### src/rtl/gpio_port_pkg.sv
package gpio_port_pkg;
  localparam int ADDR_W = 3;

  typedef enum logic [ADDR_W-1:0] {
    REG_DATA    = 3'd0,
    REG_SET     = 3'd1,
    REG_CLR     = 3'd2,
    REG_DIR_OUT = 3'd3,
    REG_DIR_IN  = 3'd4
  } reg_sel_e;
endpackage

### src/rtl/gpio_bit_order.sv
// Maps between register bit order and line order; self-inverse.
module gpio_bit_order #(
  parameter int W      = 32,
  parameter bit MIRROR = 1'b0
) (
  input  logic [W-1:0] in_i,
  output logic [W-1:0] out_o
);
  if (MIRROR) begin : g_mirror
    for (genvar i = 0; i < W; i++) begin : g_bit
      assign out_o[i] = in_i[W-1-i];
    end
  end else begin : g_direct
    assign out_o = in_i;
  end
endmodule

### src/rtl/gpio_in_sync.sv
module gpio_in_sync #(
  parameter int W      = 32,
  parameter int STAGES = 2
) (
  input  logic         clk_i,
  input  logic         rst_ni,
  input  logic [W-1:0] d_i,
  output logic [W-1:0] q_o
);
  logic [W-1:0] stage_q [STAGES];

  for (genvar s = 0; s < STAGES; s++) begin : g_stage
    always_ff @(posedge clk_i or negedge rst_ni) begin
      if (!rst_ni) stage_q[s] <= '0;
      else if (s == 0) stage_q[s] <= d_i;
      else stage_q[s] <= stage_q[(s == 0) ? 0 : s-1];
    end
  end

  assign q_o = stage_q[STAGES-1];
endmodule

### src/rtl/gpio_out_regs.sv
// Output latch and direction state, line order.
module gpio_out_regs
  import gpio_port_pkg::*;
#(
  parameter int W = 32
) (
  input  logic              clk_i,
  input  logic              rst_ni,
  input  logic              wr_en_i,
  input  logic [ADDR_W-1:0] addr_i,
  input  logic [W-1:0]      wd_line_i,
  output logic [W-1:0]      latch_o,
  output logic [W-1:0]      dir_o
);
  logic [W-1:0] latch_d, dir_d;

  always_comb begin
    latch_d = latch_o;
    dir_d   = dir_o;
    if (wr_en_i) begin
      case (addr_i)
        REG_DATA:    latch_d = wd_line_i;
        REG_SET:     latch_d = latch_o | wd_line_i;
        REG_CLR:     latch_d = latch_o & ~wd_line_i;
        REG_DIR_OUT: dir_d   = wd_line_i;
        REG_DIR_IN:  dir_d   = ~wd_line_i;
        default: ;
      endcase
    end
  end

  always_ff @(posedge clk_i or negedge rst_ni) begin
    if (!rst_ni) begin
      latch_o <= '0;
      dir_o   <= '0;
    end else begin
      latch_o <= latch_d;
      dir_o   <= dir_d;
    end
  end
endmodule

### src/rtl/gpio_port_ctrl.sv
module gpio_port_ctrl
  import gpio_port_pkg::*;
#(
  parameter int W      = 32,   // 8, 16, 32 or 64
  parameter bit MIRROR = 1'b0
) (
  input  logic              clk_i,
  input  logic              rst_ni,
  input  logic [ADDR_W-1:0] addr_i,
  input  logic              wr_en_i,
  input  logic [W-1:0]      wr_data_i,
  input  logic              rd_en_i,
  output logic [W-1:0]      rd_data_o,
  input  logic [W-1:0]      pin_i,
  output logic [W-1:0]      pin_o,
  output logic [W-1:0]      pin_oe_o
);
  logic [W-1:0] wd_line, latch, dir, pin_sync, level, rd_line, rd_bus;

  gpio_bit_order #(.W(W), .MIRROR(MIRROR)) u_wr_order (
    .in_i (wr_data_i),
    .out_o(wd_line)
  );

  gpio_out_regs #(.W(W)) u_regs (
    .clk_i    (clk_i),
    .rst_ni   (rst_ni),
    .wr_en_i  (wr_en_i),
    .addr_i   (addr_i),
    .wd_line_i(wd_line),
    .latch_o  (latch),
    .dir_o    (dir)
  );

  gpio_in_sync #(.W(W), .STAGES(2)) u_sync (
    .clk_i (clk_i),
    .rst_ni(rst_ni),
    .d_i   (pin_i),
    .q_o   (pin_sync)
  );

  assign level = (latch & dir) | (pin_sync & ~dir);

  always_comb begin
    case (addr_i)
      REG_DATA:    rd_line = level;
      REG_SET:     rd_line = latch;
      REG_DIR_OUT: rd_line = dir;
      REG_DIR_IN:  rd_line = ~dir;
      default:     rd_line = '0;
    endcase
  end

  gpio_bit_order #(.W(W), .MIRROR(MIRROR)) u_rd_order (
    .in_i (rd_line),
    .out_o(rd_bus)
  );

  always_ff @(posedge clk_i or negedge rst_ni) begin
    if (!rst_ni) rd_data_o <= '0;
    else rd_data_o <= rd_en_i ? rd_bus : '0;
  end

  assign pin_o    = latch;
  assign pin_oe_o = dir;
endmodule

### config.mk
export PLATFORM = sky130hd
export DESIGN_NAME = gpio_port_ctrl
export DESIGN_NICKNAME = d
export VERILOG_FILES = /design/src/rtl/gpio_port_pkg.sv /design/src/rtl/gpio_bit_order.sv /design/src/rtl/gpio_in_sync.sv /design/src/rtl/gpio_out_regs.sv /design/src/rtl/gpio_port_ctrl.sv
export SDC_FILE = /design/constraint.sdc
export NUM_CORES = 1
export LEC_CHECK = 0
export BUFFER_PORTS_ARGS = -buffer_cell sky130_fd_sc_hd__buf_2
export CORE_MARGIN = 2
export CORE_UTILIZATION = 46
export CTS_CLUSTER_DIAMETER = 40
export DETAILED_ROUTE_END_ITERATION = 8
export PLACE_DENSITY = 0.79
export SLEW_MARGIN = 20
export SYNTH_ARGS = -nofsm -noshare
export SYNTH_HDL_FRONTEND = slang
export SYNTH_SLANG_ARGS = --single-unit
### constraint.sdc
create_clock -name clk_i -period 1.15 [get_ports clk_i]
set_input_delay 0.1725 -clock clk_i [delete_from_list [all_inputs] [get_ports clk_i]]
set_output_delay 0.1725 -clock clk_i [all_outputs]
set_load 0.1 [all_outputs]
==> results of run 1 <==
power groups by stage:
stage	clock network (mW)	registers, mW	logic, mW
3_5_place_dp	0	7.61	8.01
2_1_floorplan	0	10.7	1.78
5_1_grt	6.00	7.31	10.1
3_3_place_gp	0	7.57	7.86
6_report	5.69	7.28	9.77
4_1_cts	5.71	7.21	9.18
sequential cells by signal, summed over array words and instances (netlist names):
register        count
rd_data_o          32
u_regs.dir_o       32
u_regs.latch_o     32
u_sync.q_o         32
u_sync.stage_q     32
area by class of cell:
class / instances / share of cell area
sequential: 160 / 0.348
timing repair buffer: 319 / 0.317
multi-input combinational: 439 / 0.260
antenna: 2 / 0.000411
clock inverter: 5 / 0.00616
clock buffer: 27 / 0.0421
tap: 188 / 0.0193
inverter: 22 / 0.00678
cells by family (layout without fill, tap and decap cells):
kind of cell | count (synthesis) | after routing | synth area share
other cells | 0 | 2 | 0
compound gates | 206 | 207 | 0.196
simple gates | 200 | 200 | 0.117
flops | 160 | 160 | 0.571
buf+inv | 95 | 373 | 0.0698
mux | 32 | 32 | 0.0457
path summary, 6_finish.rpt:
path / cells after the start / slack (ps) / start / to
max in group asynchronous: 3 / 380 / rst_ni / u_regs.latch_o[9]
setup / recovery: 1 / -150 / u_regs.dir_o[24] / pin_oe_o[24]
setup reg to reg: 5 / -70 / u_regs.dir_o[20] / rd_data_o[20]
hold / removal: 3 / 20 / wr_data_i[1] / u_regs.latch_o[1]
hold reg to reg: 0 / 350 / u_sync.stage_q[59] / u_sync.q_o[27]
min in group asynchronous: 2 / 190 / rst_ni / u_regs.latch_o[30]
per-layer routing:
layer,global-route usage,vias to the layer above,wire length (µm)
met3,0.0678,127,1850
met2,0.511,423,12900
met1,0.355,3391,9220
met5,0.0186,-,0
li1,-,2968,-
met4,0.162,0,1490
placed cells by master (no fill, tap or decap), types with 12 or more instances in the layout:
| master | Yosys | final |
|---|---|---|
| sky130_fd_sc_hd__a21oi_1 | 54 | 36 |
| sky130_fd_sc_hd__a21oi_2 | 0 | 18 |
| sky130_fd_sc_hd__buf_12 | 0 | 109 |
| sky130_fd_sc_hd__buf_2 | 34 | 67 |
| sky130_fd_sc_hd__buf_4 | 18 | 63 |
| sky130_fd_sc_hd__buf_6 | 3 | 30 |
| sky130_fd_sc_hd__clkbuf_16 | 0 | 17 |
| sky130_fd_sc_hd__dfrtp_1 | 160 | 96 |
| sky130_fd_sc_hd__dfrtp_4 | 0 | 63 |
| sky130_fd_sc_hd__dlygate4sd3_1 | 0 | 43 |
| sky130_fd_sc_hd__inv_1 | 22 | 20 |
| sky130_fd_sc_hd__mux2i_1 | 32 | 32 |
| sky130_fd_sc_hd__nand2_1 | 101 | 93 |
| sky130_fd_sc_hd__nand2_2 | 11 | 18 |
| sky130_fd_sc_hd__nor2_1 | 75 | 59 |
| sky130_fd_sc_hd__o21ai_0 | 54 | 12 |
| sky130_fd_sc_hd__o21ai_1 | 1 | 34 |
| sky130_fd_sc_hd__o221a_2 | 18 | 18 |
| sky130_fd_sc_hd__o22ai_2 | 0 | 20 |
| sky130_fd_sc_hd__o41ai_2 | 0 | 21 |
timing repair:
item                                    4_1_cts  5_1_grt
endpoints found under the hold margin       202        0
pin swaps                                     6       22
gates resized for setup                      30      102
gates cloned                                  0        1
endpoints found under the setup margin       99      147
setup buffers                                62        8
hold buffers                                 43        0
per-stage QoR:
step                power [mW]  cells
detailed placement        15.6   1016
CTS                       22.1   1151
global placement          15.4   1016
floorplan                 12.5    693
global route              23.4   1162
finish                    22.7   1162
==> results by stage, run 1 <==
Run status:
- The flow ran to the end, but the final reports show violations.
- The checks that failed: setup timing.

GRT:
- The first global-routing pass estimated 37300 µm of wire.
- The number of global-route vias before repair is 6972.
- For this run, the total global-route usage over all layers was measured as 0.301.
- The initial antenna violation count is 2.
- The pin count of the biggest net entering global routing is 42.
- The total overflow left after global routing is 0.

Clocking:
- The clock tree synthesis step divided the H-tree into 4 levels.
- The clock root buffer master is sky130_fd_sc_hd__clkbuf_16.
- The largest buffer count on any clock path is 2.
- Counting every sink on the clock net gives 160.
- TritonCTS built the clock tree.
- The clock network latency to the later pin of the worst-skew pair is 430 ps.
- The clock slew seen by the registers of the worst setup and hold paths is 60 ps.
- TritonCTS created 17 clock buffers.

Timing:
- For the pin with the worst max-slew slack, the measured transition is 997 ps.
- Across the routed clock network, the largest skew measured is 8.47 ps.
- The worst setup margin is -147 ps.
- The clock period minus final worst setup slack is 1300 ps.
- The final-report max-slew violation count is 0.
- The worst hold slack after final layout is 16.5 ps.
- The count of endpoints failing hold in the final timing report was 0.
- The ratio of final minimum period to clock period is 1.13.
- Setup repair after global routing could not meet its margin everywhere.
- Headroom to the max-slew limit came out at 0.334.
- For the final routed database, the setup TNS stands at -9700 ps.
- Setup violations remaining at the end of the flow were counted as 116.
- The upper clock frequency limit is 0.771 GHz.

Finish:
- The synthesis-to-layout area growth is 73.8%.
- The filler cells instantiated in the layout total 750.
- The fraction of final layout cells with drive strength greater than 1 is 0.523.
- After the last flow step, the layout net total stands at 1030.
- After routing the design area is 12200 µm².
- In the final layout, flip-flops and latches occupy 4240 µm².
- Once layout is complete, the utilization of the core stands at 0.810.
- In the final layout, the multi-input gates occupy 3170 µm².

Power:
- The analysis attributes to net switching a power of 8.99 mW.
- The total leakage power is 5.50 nW.
- Of the total power, the clock network draws 0.250.
- Of the total power, the share spent switching nets is 0.395.
- The internal power of the cells totals 13.8 mW.
- In this run the power density over the cells is 1870 nW/µm².
- The share of total power dissipated in combinational logic is 0.430.
- Of the total power, registers draw 0.320.
- The highest ir drop seen on vdd is 1.57 mV.

Critical path:
- At the worst endpoint, the required time is 980 ps.
- The worst setup path is of the reg -> out kind.
- The cell family contributing the most delay on the critical path is flip-flops.
- Among all stages on the critical path, the largest delay is contributed by sky130_fd_sc_hd__dfrtp_4.
- The startpoint kind of the worst setup timing path is a flop.
- The kind of end point of the critical path is an output pin.
- The arrival time reported for the critical path endpoint is 1120 ps.
- The largest incremental delay on the critical path is 510 ps.
- Walking the worst path, the cells encountered are buf_12.
- The highest net fanout along the worst path is 2.
- The buffering stage count on the worst path with inverters included is 1.

Synthesis:
- Yosys mapped a number of flops with a built-in enable equal to 0.
- The share of synthesized area in the top cell type comes to 0.571.
- Among all flip-flop cells after synthesis, the most frequent one is sky130_fd_sc_hd__dfrtp_1.
- Synthesis produced a netlist with a net count of 764.
- The area of the mapped netlist is 7010 µm².
- Sorting the synthesized cells by how often they occur yields sky130_fd_sc_hd__dfrtp_1, sky130_fd_sc_hd__nand2_1, sky130_fd_sc_hd__nor2_1, sky130_fd_sc_hd__a21oi_1, sky130_fd_sc_hd__o21ai_0.
- The number of cells produced by synthesis is 693.
- The portion of the post-synthesis area used by sequential elements is 0.571.
- The async set-reset flop share out of synthesis is 1.00.
- The number of unique standard cell types used by synthesis is 28.
- The post-synthesis sequential element count is 160.
- The most area-hungry cell type in the Yosys netlist is sky130_fd_sc_hd__dfrtp_1.
- Dividing the synthesized area by the synthesized cell count gives 10.1 µm².
- Sorting the synthesized cells by area gives the leading types as sky130_fd_sc_hd__dfrtp_1, sky130_fd_sc_hd__nand2_1, sky130_fd_sc_hd__mux2i_1.
- For this run, the number of Yosys warnings is 0.
- The most common cell in the synthesized netlist is sky130_fd_sc_hd__dfrtp_1.

Detailed routing:
- For this block, the via count after detailed routing is 6909.
- The pre-antenna-repair detailed-routing pass consisted of 6 iterations.
- In the final routed layout, each cell accounts on average for 21.9 µm.
- In the routed layout, each cell is associated on average with a via count of 5.95.
- The number of design-rule violations left by the first detailed-router iteration is 922.
- After detailed routing, the number of remaining DRC violations is 0.
- Summed over all layers, the routed wires come to 25500 µm.
- Once detail routing completed, the nets flagged for antenna violations numbered 0.

Floorplanning:
- The site row count is 45.
- The area of the die is 16200 µm².
- Pin placement for this block handled 167 I/O pins.
- From left edge to right edge, the die measures 127 µm.
- The starting density of the core is 0.466.
- The die is 127 µm tall.
- The area of the core is 15000 µm².

Placement:
- The global placer's final weighted congestion is 0.910.
- Input and output buffers added on the ports amount to 166.
- The post-place setup slack is -469 ps.
- The estimated wirelength of the detail-placed design is 14100 µm.
- The placed instances occupy a cell area of 10200 µm².

Worst hold path:
- The classification of the worst-slack hold path is in -> reg.

Flow run:
- Across the run, the number of max-cap violations was 0.
Power figures use the tool's default switching activity.
==> run 2, diff against run 1 <==
--- a/config.mk
+++ b/config.mk
@@ -10,6 +10,7 @@
 export CORE_UTILIZATION = 46
 export CTS_CLUSTER_DIAMETER = 40
 export DETAILED_ROUTE_END_ITERATION = 8
+export MAX_ROUTING_LAYER = met4
 export PLACE_DENSITY = 0.79
 export SLEW_MARGIN = 20
 export SYNTH_ARGS = -nofsm -noshare
==> run 2 against run 1 <==
Compared with the run above:
- the flow still finishes with violations (setup timing)
- sequential share of layout area about the same
- critical endpoint unchanged
- clock power about the same
- non-clock buffer count unchanged
- wire length up 0.60%
- maximum frequency down 0.45%
- utilization about the same
- largest cell class unchanged
- register-to-register slack about the same
- sequential power about the same
- cell area about the same
- power up 0.15%
- worst setup slack worse by 5.8 ps
- largest power group unchanged
==> results by stage, run 2 (synthesized netlist as in run 1, its figures left out) <==
Run status:
- The run finished, with violations left.
- The final reports fail on setup timing.

GRT:
- Across every metal layer, demand over resource in global routing totals 0.310.
- The wire length of the first global-routing pass is 37300 µm.
- Entering global routing, the biggest net connects 42 pins.
- The initial antenna violation count is 1.
- The number of global-route vias before repair is 6983.
- For this run the aggregate overflow at the end of global routing stands at 0.

Floorplanning:
- The initial utilization of the core area, before any placement, comes to 0.466.
- The area of the core is 15000 µm².
- In this run the vertical extent of the chip is 127 µm.
- The die is 127 µm wide.
- The area of the die is 16200 µm².
- 167 I/O pins were placed.
- In this run the core area contains 45 standard-cell rows.

Placement:
- The count of port buffers added during placement is 166.
- Detailed placement finished with a half-perimeter wire length of 14100 µm.
- Routability-driven placement finished with a final weighted congestion of 0.926.

Critical path:
- The launching point of the worst reg2reg path is u_regs.dir_o[29].
- The arrival time reported for the critical path endpoint is 1130 ps.
- For the worst setup path, the data required time is 980 ps.
- The worst setup path is launched from a flop.
- The category of the most critical setup path is reg -> out.
- Of all nets on the critical path, the largest fanout is 2.
- The worst setup path is captured at an output pin.
- The critical path goes through buf_12.
- The largest individual stage delay along the critical path comes from the cell sky130_fd_sc_hd__dfrtp_4.
- The largest incremental delay on the critical path is 510 ps.
- The number of cells on the worst reg-to-reg path is 5.
- In this design, the largest share of critical-path delay is due to flip-flops.
- The endpoint identified for the worst register-to-register timing path is rd_data_o[29].
- The buffering stage count on the worst path with inverters included is 1.
- The reg-to-reg setup timing slack is -70 ps.

Timing:
- The routed design could run at a clock period as short as 1300 ps.
- The upper clock frequency limit is 0.768 GHz.
- Setup total negative slack on the finished layout was measured at -10100 ps.
- Across all setup checks in the final design, the least slack found is -152 ps.
- The total setup violations reported at the end of the flow is 120.
- The count of endpoints failing hold in the final timing report is 0.
- The clock arrives with 8.77 ps of skew.
- The transition time at the pin with the least slew margin is 1020 ps.
- The relative slew slack is 0.319.
- The ratio of final minimum period to clock period is 1.13.
- Setup repair after global routing could not meet its margin everywhere.
- The final-report max-slew violation count is 0.

Power:
- The final total power is 22.8 mW.
- The share of total power in combinational logic is 0.429.
- For this design the ratio of total power to cell area is 1870 nW/µm².
- The highest ir drop seen on vdd is 1.59 mV.
- Internal power comes to 13.8 mW.
- Summed over all nets, the switching power comes to 9.02 mW.
- The share of total power dissipated in the clock network is 0.251.
- Of the total power, the share spent switching nets is 0.396.
- For this design the static power due to leakage is 5.50 nW.
- The relative contribution of sequential cells to total power is 0.320.

Worst hold path:
- The classification of the worst-slack hold path is in -> reg.
- The worst hold path startpoint is wr_data_i[1].
- The worst hold endpoint is u_regs.latch_o[1].
- The hold-critical path depth is 3.

Detailed routing:
- The average vias per placed instance is 5.95.
- The total iterations of the first detailed-routing run is 8.
- Summing over every cut layer, the via total after detailed routing is 6910.
- The number of routed nets with antenna violations is 0.
- For this block, the routed nets add up to 25600 µm of wire.
- The remaining design rule violation count is 0.
- After the first detailed-routing iteration, the DRC count stood at 883.
- The mean routed wirelength per cell is 22.1 µm.

Finish:
- The library cells used most frequently in the layout, excluding fill and tap cells, are sky130_fd_sc_hd__buf_12, sky130_fd_sc_hd__dfrtp_1, sky130_fd_sc_hd__nand2_1.
- Leaving out fill and tap cells, the most frequent cell in the layout is sky130_fd_sc_hd__buf_12.
- The multi-input combinational cell area is 3170 µm².
- Summing all flip-flop and latch instances after layout gives 4240 µm².
- At the end of the flow, the number of nets in the layout was 1030.
- The fraction of final layout cells with drive strength greater than 1 is 0.523.
- Relative to the synthesized area, the layout overhead comes to 73.8%.
- The layout has 748 filler cells.

Clocking:
- The H-tree depth is 4.
- The root buffer cell chosen for the clock tree is sky130_fd_sc_hd__clkbuf_16.
- The number of CTS-inserted buffers is 17.
- The sink count of the clock tree is 160.
- Clock-pin slew was measured on the worst setup and hold paths at 70 ps.
- At the later pin of the worst-skew pair, clock insertion delay measures 430 ps.
- The largest buffer count on any clock path is 2.
- The TritonCTS clock tree is done.

Flow run:
- Across the run, the number of max-cap violations was 0.
-- run 2: how the worst max path moves through the flow --
stage | start | endpoint | slack, ps | depth (start not counted)
5_1_grt | u_regs.dir_o[24] | pin_oe_o[24] | -170 | 1
3_3_place_gp | addr_i[0] | u_regs.dir_o[3] | -390 | 5
6_report | u_regs.dir_o[24] | pin_oe_o[24] | -150 | 1
4_1_cts | u_regs.latch_o[8] | pin_o[8] | -150 | 1
2_1_floorplan | u_regs.dir_o[0] | u_regs.dir_o[0] | -120 | 4
3_5_place_dp | addr_i[0] | u_regs.dir_o[19] | -470 | 5
-- run 2: through the flow --
step,setup WS [ps],utilization,hold slack (ps),instance area [µm²],instances
2_1_floorplan,-121,-,-123,7690,693
3_3_place_gp,-394,0.675,82.3,10200,1016
3_5_place_dp,-469,0.675,81.3,10200,1016
4_1_cts,-147,0.780,5.10,11700,1151
5_1_grt,-169,0.811,19.5,12200,1161
6_report,-152,0.811,16.1,12200,1161
-- run 2: what timing repair did --
| action | in CTS | in global routing |
|---|---|---|
| cloned | 0 | 1 |
| hold buffers | 43 | 0 |
| endpoints found under the hold margin | 202 | 0 |
| resized for setup | 30 | 102 |
| pin swaps | 6 | 22 |
| endpoints found under the setup margin | 99 | 147 |
| setup buffers | 62 | 8 |
-- run 2: power by group through the flow --
stage               Clock [mW]  Combinational (mW)  Sequential [mW]
global placement             0                7.86             7.57
detailed placement           0                8.01             7.61
global route              6.01                10.1             7.32
floorplan                    0                1.78             10.7
CTS                       5.71                9.18             7.21
finish                    5.71                9.78             7.28
-- run 2: per-layer routing --
| layer | GRT usage | up-vias | part of all wire |
|---|---|---|---|
| li1 | - | 2964 | - |
| met1 | 0.358 | 3381 | 0.36 |
| met2 | 0.510 | 449 | 0.51 |
| met3 | 0.0678 | 116 | 0.078 |
| met4 | 0.159 | 0 | 0.054 |
| met5 | - | - | 0 |
-- run 2: area by class of cell --
type,instances,share of cell area
Clock inverter,5,0.00616
Clock buffer,27,0.0421
Timing Repair Buffer,319,0.317
Tap cell,188,0.0193
Inverter,22,0.00678
Sequential cell,160,0.348
Antenna cell,1,0.000205
Multi-Input combinational cell,439,0.260
